## src/rtl/frac_baud_pkg.sv

```systemverilog
package frac_baud_pkg;

  typedef enum logic [1:0] {
    OS16 = 2'b00,
    OS8  = 2'b01,
    OS4  = 2'b10
  } os_mode_t;

  localparam logic [1:0] ADDR_INT_LO = 2'd0;
  localparam logic [1:0] ADDR_INT_HI = 2'd1;
  localparam logic [1:0] ADDR_FRAC   = 2'd2;
  localparam logic [1:0] ADDR_PRESC  = 2'd3;

  function automatic os_mode_t decode_mode(input logic [1:0] bits);
    case (bits)
      2'b01:   return OS8;
      2'b10:   return OS4;
      default: return OS16;
    endcase
  endfunction

endpackage

```

## src/rtl/fbg_regs.sv

```systemverilog
module fbg_regs
  import frac_baud_pkg::*;
#(
  parameter int REG_W  = 8,
  parameter int FRAC_W = 4
) (
  input  logic                 clk,
  input  logic                 rst_n,
  input  logic                 wr_en,
  input  logic [1:0]           wr_addr,
  input  logic [REG_W-1:0]     wr_data,
  output logic [2*REG_W-1:0]   int_div,
  output logic [FRAC_W-1:0]    frac_val,
  output os_mode_t             os_mode,
  output logic                 presc_on,
  output logic                 restart
);
  localparam int FM_W = FRAC_W + 2;

  logic [REG_W-1:0] lo_q, hi_q;
  logic [FM_W-1:0]  fm_q;
  logic             presc_q;

  always_ff @(posedge clk) begin
    if (!rst_n) begin
      lo_q    <= REG_W'(1);
      hi_q    <= '0;
      fm_q    <= '0;
      presc_q <= 1'b0;
    end else if (wr_en) begin
      case (wr_addr)
        ADDR_INT_LO: lo_q    <= wr_data;
        ADDR_INT_HI: hi_q    <= wr_data;
        ADDR_FRAC:   fm_q    <= wr_data[FM_W-1:0];
        default:     presc_q <= wr_data[0];
      endcase
    end
  end

  assign int_div  = {hi_q, lo_q};
  assign frac_val = fm_q[FRAC_W-1:0];
  assign os_mode  = decode_mode(fm_q[FM_W-1:FRAC_W]);
  assign presc_on = presc_q;
  assign restart  = wr_en;

endmodule

```

## src/rtl/fbg_prescale.sv

```systemverilog
module fbg_prescale #(
  parameter int PRESC_DIV = 4
) (
  input  logic clk,
  input  logic rst_n,
  input  logic restart,
  input  logic presc_on,
  output logic ref_tick
);
  localparam int PC_W = (PRESC_DIV > 2) ? $clog2(PRESC_DIV) : 1;
  localparam logic [PC_W-1:0] PC_LAST = PC_W'(PRESC_DIV - 1);

  logic [PC_W-1:0] pc_q;

  always_ff @(posedge clk) begin
    if (!rst_n || restart) begin
      pc_q <= '0;
    end else if (pc_q == PC_LAST) begin
      pc_q <= '0;
    end else begin
      pc_q <= pc_q + PC_W'(1);
    end
  end

  assign ref_tick = !presc_on || (pc_q == PC_LAST);

endmodule

```

## src/rtl/fbg_divider.sv

```systemverilog
module fbg_divider #(
  parameter int INT_W  = 16,
  parameter int FRAC_W = 4
) (
  input  logic              clk,
  input  logic              rst_n,
  input  logic              restart,
  input  logic              ref_tick,
  input  logic [INT_W-1:0]  int_div,
  input  logic [FRAC_W-1:0] frac_val,
  output logic              period_end
);
  localparam int LEN_W = INT_W + 1;

  logic [LEN_W-1:0]  cnt_q;
  logic [FRAC_W-1:0] acc_q;
  logic [FRAC_W:0]   acc_sum;
  logic [INT_W-1:0]  div_eff;
  logic [LEN_W-1:0]  len;
  logic              last;

  // phase accumulator: a carry out stretches the current period by one tick
  assign acc_sum = {1'b0, acc_q} + {1'b0, frac_val};
  assign div_eff = (int_div == '0) ? INT_W'(1) : int_div;
  assign len     = {1'b0, div_eff} + LEN_W'(acc_sum[FRAC_W]);
  assign last    = (cnt_q == len - LEN_W'(1));

  always_ff @(posedge clk) begin
    if (!rst_n || restart) begin
      cnt_q <= '0;
      acc_q <= '0;
    end else if (ref_tick) begin
      if (last) begin
        cnt_q <= '0;
        acc_q <= acc_sum[FRAC_W-1:0];
      end else begin
        cnt_q <= cnt_q + LEN_W'(1);
      end
    end
  end

  assign period_end = ref_tick && last;

endmodule

```

## src/rtl/fbg_bitcount.sv

```systemverilog
module fbg_bitcount
  import frac_baud_pkg::*;
#(
  parameter int MAX_OS = 16
) (
  input  logic     clk,
  input  logic     rst_n,
  input  logic     restart,
  input  logic     period_end,
  input  os_mode_t os_mode,
  output logic     samp_en,
  output logic     bit_en
);
  localparam int SC_W = $clog2(MAX_OS);

  logic [SC_W-1:0] sc_q;
  logic [SC_W-1:0] sc_lim;

  always_comb begin
    case (os_mode)
      OS8:     sc_lim = SC_W'(MAX_OS / 2 - 1);
      OS4:     sc_lim = SC_W'(MAX_OS / 4 - 1);
      default: sc_lim = SC_W'(MAX_OS - 1);
    endcase
  end

  always_ff @(posedge clk) begin
    if (!rst_n || restart) begin
      sc_q    <= '0;
      samp_en <= 1'b0;
      bit_en  <= 1'b0;
    end else begin
      samp_en <= period_end;
      bit_en  <= period_end && (sc_q == sc_lim);
      if (period_end) begin
        sc_q <= (sc_q == sc_lim) ? '0 : sc_q + SC_W'(1);
      end
    end
  end

endmodule

```

## src/rtl/frac_baud_gen.sv

```systemverilog
module frac_baud_gen
  import frac_baud_pkg::*;
#(
  parameter int REG_W     = 8,
  parameter int FRAC_W    = 4,
  parameter int PRESC_DIV = 4,
  parameter int MAX_OS    = 16
) (
  input  logic             clk,
  input  logic             rst_n,
  input  logic             wr_en,
  input  logic [1:0]       wr_addr,
  input  logic [REG_W-1:0] wr_data,
  output logic             samp_en,
  output logic             bit_en,
  output logic [1:0]       smode
);
  localparam int INT_W = 2 * REG_W;

  logic [INT_W-1:0]  int_div;
  logic [FRAC_W-1:0] frac_val;
  os_mode_t          os_mode;
  logic              presc_on;
  logic              restart;
  logic              ref_tick;
  logic              period_end;

  fbg_regs #(.REG_W(REG_W), .FRAC_W(FRAC_W)) u_regs (
    .clk      (clk),
    .rst_n    (rst_n),
    .wr_en    (wr_en),
    .wr_addr  (wr_addr),
    .wr_data  (wr_data),
    .int_div  (int_div),
    .frac_val (frac_val),
    .os_mode  (os_mode),
    .presc_on (presc_on),
    .restart  (restart)
  );

  fbg_prescale #(.PRESC_DIV(PRESC_DIV)) u_presc (
    .clk      (clk),
    .rst_n    (rst_n),
    .restart  (restart),
    .presc_on (presc_on),
    .ref_tick (ref_tick)
  );

  fbg_divider #(.INT_W(INT_W), .FRAC_W(FRAC_W)) u_div (
    .clk        (clk),
    .rst_n      (rst_n),
    .restart    (restart),
    .ref_tick   (ref_tick),
    .int_div    (int_div),
    .frac_val   (frac_val),
    .period_end (period_end)
  );

  fbg_bitcount #(.MAX_OS(MAX_OS)) u_bits (
    .clk        (clk),
    .rst_n      (rst_n),
    .restart    (restart),
    .period_end (period_end),
    .os_mode    (os_mode),
    .samp_en    (samp_en),
    .bit_en     (bit_en)
  );

  assign smode = os_mode;

endmodule

```

## config.mk

```make
export PLATFORM = sky130hd
export DESIGN_NAME = frac_baud_gen
export DESIGN_NICKNAME = d
export VERILOG_FILES = /design/src/rtl/frac_baud_pkg.sv /design/src/rtl/fbg_regs.sv /design/src/rtl/fbg_prescale.sv /design/src/rtl/fbg_divider.sv /design/src/rtl/fbg_bitcount.sv /design/src/rtl/frac_baud_gen.sv
export SDC_FILE = /design/constraint.sdc
export NUM_CORES = 1
export LEC_CHECK = 0
export CORE_MARGIN = 3
export CORE_UTILIZATION = 30
export DETAILED_ROUTE_END_ITERATION = 8
export GPL_TIMING_DRIVEN = 0
export REMOVE_ABC_BUFFERS = 1
export SYNTH_ARGS = -nofsm -noshare
export SYNTH_HDL_FRONTEND = slang
export SYNTH_SLANG_ARGS = --single-unit
```

## constraint.sdc

```tcl
create_clock -name clk -period 4.7 [get_ports clk]
set_input_delay 0.47 -clock clk [delete_from_list [all_inputs] [get_ports clk]]
set_output_delay 0.47 -clock clk [all_outputs]
set_load 0.01 [all_outputs]
```

==> out/results.ini <==
[synthesis]
synth_enable_flop_cells=0
syn-cell-area_mm2=0.00296
yosys.cell_types.count=46
netlist_instances=331
synth_most_common_cell=dfxtp_1
yosys-top-cells-count=52 x dfxtp_1, 29 x nor2_1, 25 x nor2b_1
yosysTopAreaCell=dfxtp_1
synth_seq_cells=52
synth.top_cell.area_share=0.351
avgSynthCellArea_um2=8.95
synth_ff_type=dfxtp_1
synth.area.top_cells=dfxtp_1 35%, mux2i_1 7.8%, xor2_1 7.1%
ys_warn_count=0
seq_area_frac_synth=0.351
async_flop_share=0

[timing]
setup_ws_ns=0.455
rsz0062_at_grt=no
setup_viol=0
max_freq_mhz=236
report.final.slew_viol_count=0
tightest_slew_ns=0.818
finClkSkew_ns=0.00539
final.setup.tns_ns=0
relSlewSlack=0.452
finalHoldViolations=0
period_share=0.903
final.min_clock_period_ns=4.25

[power_and_ir_drop]
comb_power_share=0.169
power_density_mw_per_mm2=266
p_leak_nw=1.26
seqPwrFrac=0.527
p_int_mw=0.649
p_total_mw=0.885
switching_share=0.267
max-vdd-ir-drop_mv=0.117
p_sw_mw=0.236
p_clk_frac=0.304

[critical_path]
reg2reg_depth=13
path_class=flop to flop
required_ns=4.88
regToRegEndpoint=u_div.cnt_q[14]
r2r-start=u_regs.fm_q[0]
worstPathArrival_ns=4.43
crit_path_max_fanout=16
startpoint_type=flop
r2r_slack_ns=0.45
critPathCaptureType=flop

[clock_tree]
path_clk_slew_ns=0.09
htreeDepth=2
cts_max_path_buffers=2
ctsHoldBuffers=0
cts_sinks=52
cts_tree=done
clk_latency_ns=0.30
cts_buffers=5
cts-root-buf=clkbuf_8

[placement]
numPlacedInstances=459
dp_slack_ns=0.309
dp_hpwl_um=4560
numPortBuffers=16
gp_congestion=0.824

[cells_and_area]
area_growth_pct=12.3
n_antenna_cell=0
fin_cells=468
multi_input_area_mm2=0.00184
final_nets=365
final.fill_count=976
final_layout_size_suffix_gt1_frac=0.0531
seq_area_mm2=0.00104

[global_routing]
overflow=0
grt_usage=0.114
grt_start_max_net_pins=25
grt_pass1_wl_um=10400
grt_pass1_vias=2280
antenna_found_initial=0

[detailed_routing]
drt_iter0_markers=169
route.detailed.drc=0
wl_per_cell_um=13.0
wl_um=6100
drt_pass1_iterations=4
vias_per_cell=4.89
vias=2287
detail-route-antenna-nets=0

[floorplanning]
die_h_um=105
initial_utilization=0.315
pin_count=17
die_x_um=105
die-area_mm2=0.0111
coreArea_mm2=0.00942
rows=35

[flow_run]
drv_cap=0

[hold_path]
worstHoldPathCells=1
hold_class=flop to flop
worstHoldStart=u_presc.pc_q[0]
holdPathEnd=u_presc.pc_q[0]

[run_status]
status=finished, final reports clean

-- area by class of cell --
cell class | count | area share
Clock buffer | 7 | 0.0290
Inverter | 4 | 0.00452
Multi-Input combinational cell | 258 | 0.552
Sequential cell | 52 | 0.313
Tap cell | 129 | 0.0486
Timing Repair Buffer | 18 | 0.0527
-- repair_timing --
item | CTS | global route
endpoints found under the setup margin | 0 | 2
buffers inserted | 0 | 2
resized for setup | 0 | 1
-- layout by cell type (no fill, tap or decap), types with 3 or more instances in the layout --
| master | Yosys | final |
|---|---|---|
| dfxtp_1 | 52 | 52 |
| nor2_1 | 29 | 29 |
| nor2b_1 | 25 | 25 |
| xor2_1 | 24 | 24 |
| mux2i_1 | 23 | 23 |
| nand2_1 | 19 | 19 |
| xnor2_1 | 16 | 16 |
| clkdlybuf4s50_1 | 0 | 16 |
| a21oi_1 | 14 | 14 |
| nand4_1 | 14 | 14 |
| ha_1 | 12 | 12 |
| nand3_1 | 11 | 11 |
| nor3_1 | 9 | 9 |
| nand2b_1 | 7 | 7 |
| o31ai_1 | 7 | 7 |
| clkbuf_8 | 0 | 7 |
| nor3b_1 | 6 | 5 |
| nor4_1 | 5 | 4 |
| inv_1 | 4 | 4 |
| and3_1 | 4 | 4 |
| a31oi_1 | 4 | 4 |
| a21o_1 | 3 | 3 |
| nand3b_1 | 3 | 3 |
-- layer usage --
| metal | GRT usage | share of wire | up-vias |
|---|---|---|---|
| met5 | 0 | 0 | - |
| met4 | 0.0412 | 0.013 | 0 |
| met3 | 0.0233 | 0.023 | 5 |
| met2 | 0.190 | 0.46 | 31 |
| met1 | 0.146 | 0.50 | 1061 |
| li1 | - | - | 1190 |
-- stage by stage --
stage,instance area (um^2),hold WS [ns],util
global placement,3200,0.413,0.340
floorplan,2880,0.404,-
CTS,3300,0.433,0.351
detailed placement,3210,0.420,0.341
global route,3320,0.462,0.353
finish,3320,0.431,0.353
-- power groups by stage --
| stage | logic [mW] | registers (mW) | clock network (mW) |
|---|---|---|---|
| final | 0.150 | 0.466 | 0.269 |
| after detailed placement | 0.140 | 0.477 | 0 |
| after floorplan | 0.0968 | 0.473 | 0 |
| after global placement | 0.139 | 0.476 | 0 |
| after CTS | 0.141 | 0.466 | 0.279 |
| after global routing | 0.165 | 0.469 | 0.298 |
-- flip-flops by register name, summed over array words and instances (netlist names) --
signal / cells
u_div.cnt_q: 17
u_regs.presc_on: 1
u_presc.pc_q: 2
u_div.acc_q: 4
u_bits.sc_q: 4
u_regs.lo_q: 8
u_regs.hi_q: 8
u_bits.bit_en: 1
u_bits.samp_en: 1
u_regs.fm_q: 6
-- kinds of logic after synthesis --
kind of cell | share of synthesized area
simple gates | 0.273
flops | 0.352
xor+xnor | 0.118
compound gates | 0.0891
mux | 0.0777
buf+inv | 0.0325
fa+ha+maj | 0.0575
-- critical path: stages (launching register included) --
cell,delay (ns)
dfxtp_1,0.33
ha_1,0.22
fa_1,0.42
a21o_1,0.18
a21oi_1,0.15
ha_1,0.24
ha_1,0.43
inv_1,0.11
or4_1,0.50
xnor2_1,0.16
nor4b_1,0.38
and4_1,0.48
a31o_2,0.44
nor2_1,0.09
-- how the worst max path moves through the flow --
stage                              start              end  cells after the start
after floorplan           u_regs.fm_q[0]   u_bits.sc_q[2]                     13
after global placement    u_regs.lo_q[3]   u_bits.sc_q[2]                     13
after detailed placement  u_regs.fm_q[0]   u_bits.sc_q[2]                     13
after CTS                 u_regs.fm_q[0]   u_bits.sc_q[2]                     13
after global routing      u_regs.fm_q[0]  u_div.cnt_q[14]                     13
final                     u_regs.fm_q[0]  u_div.cnt_q[14]                     13
No activity file was read; power rests on OpenSTA's default activity.
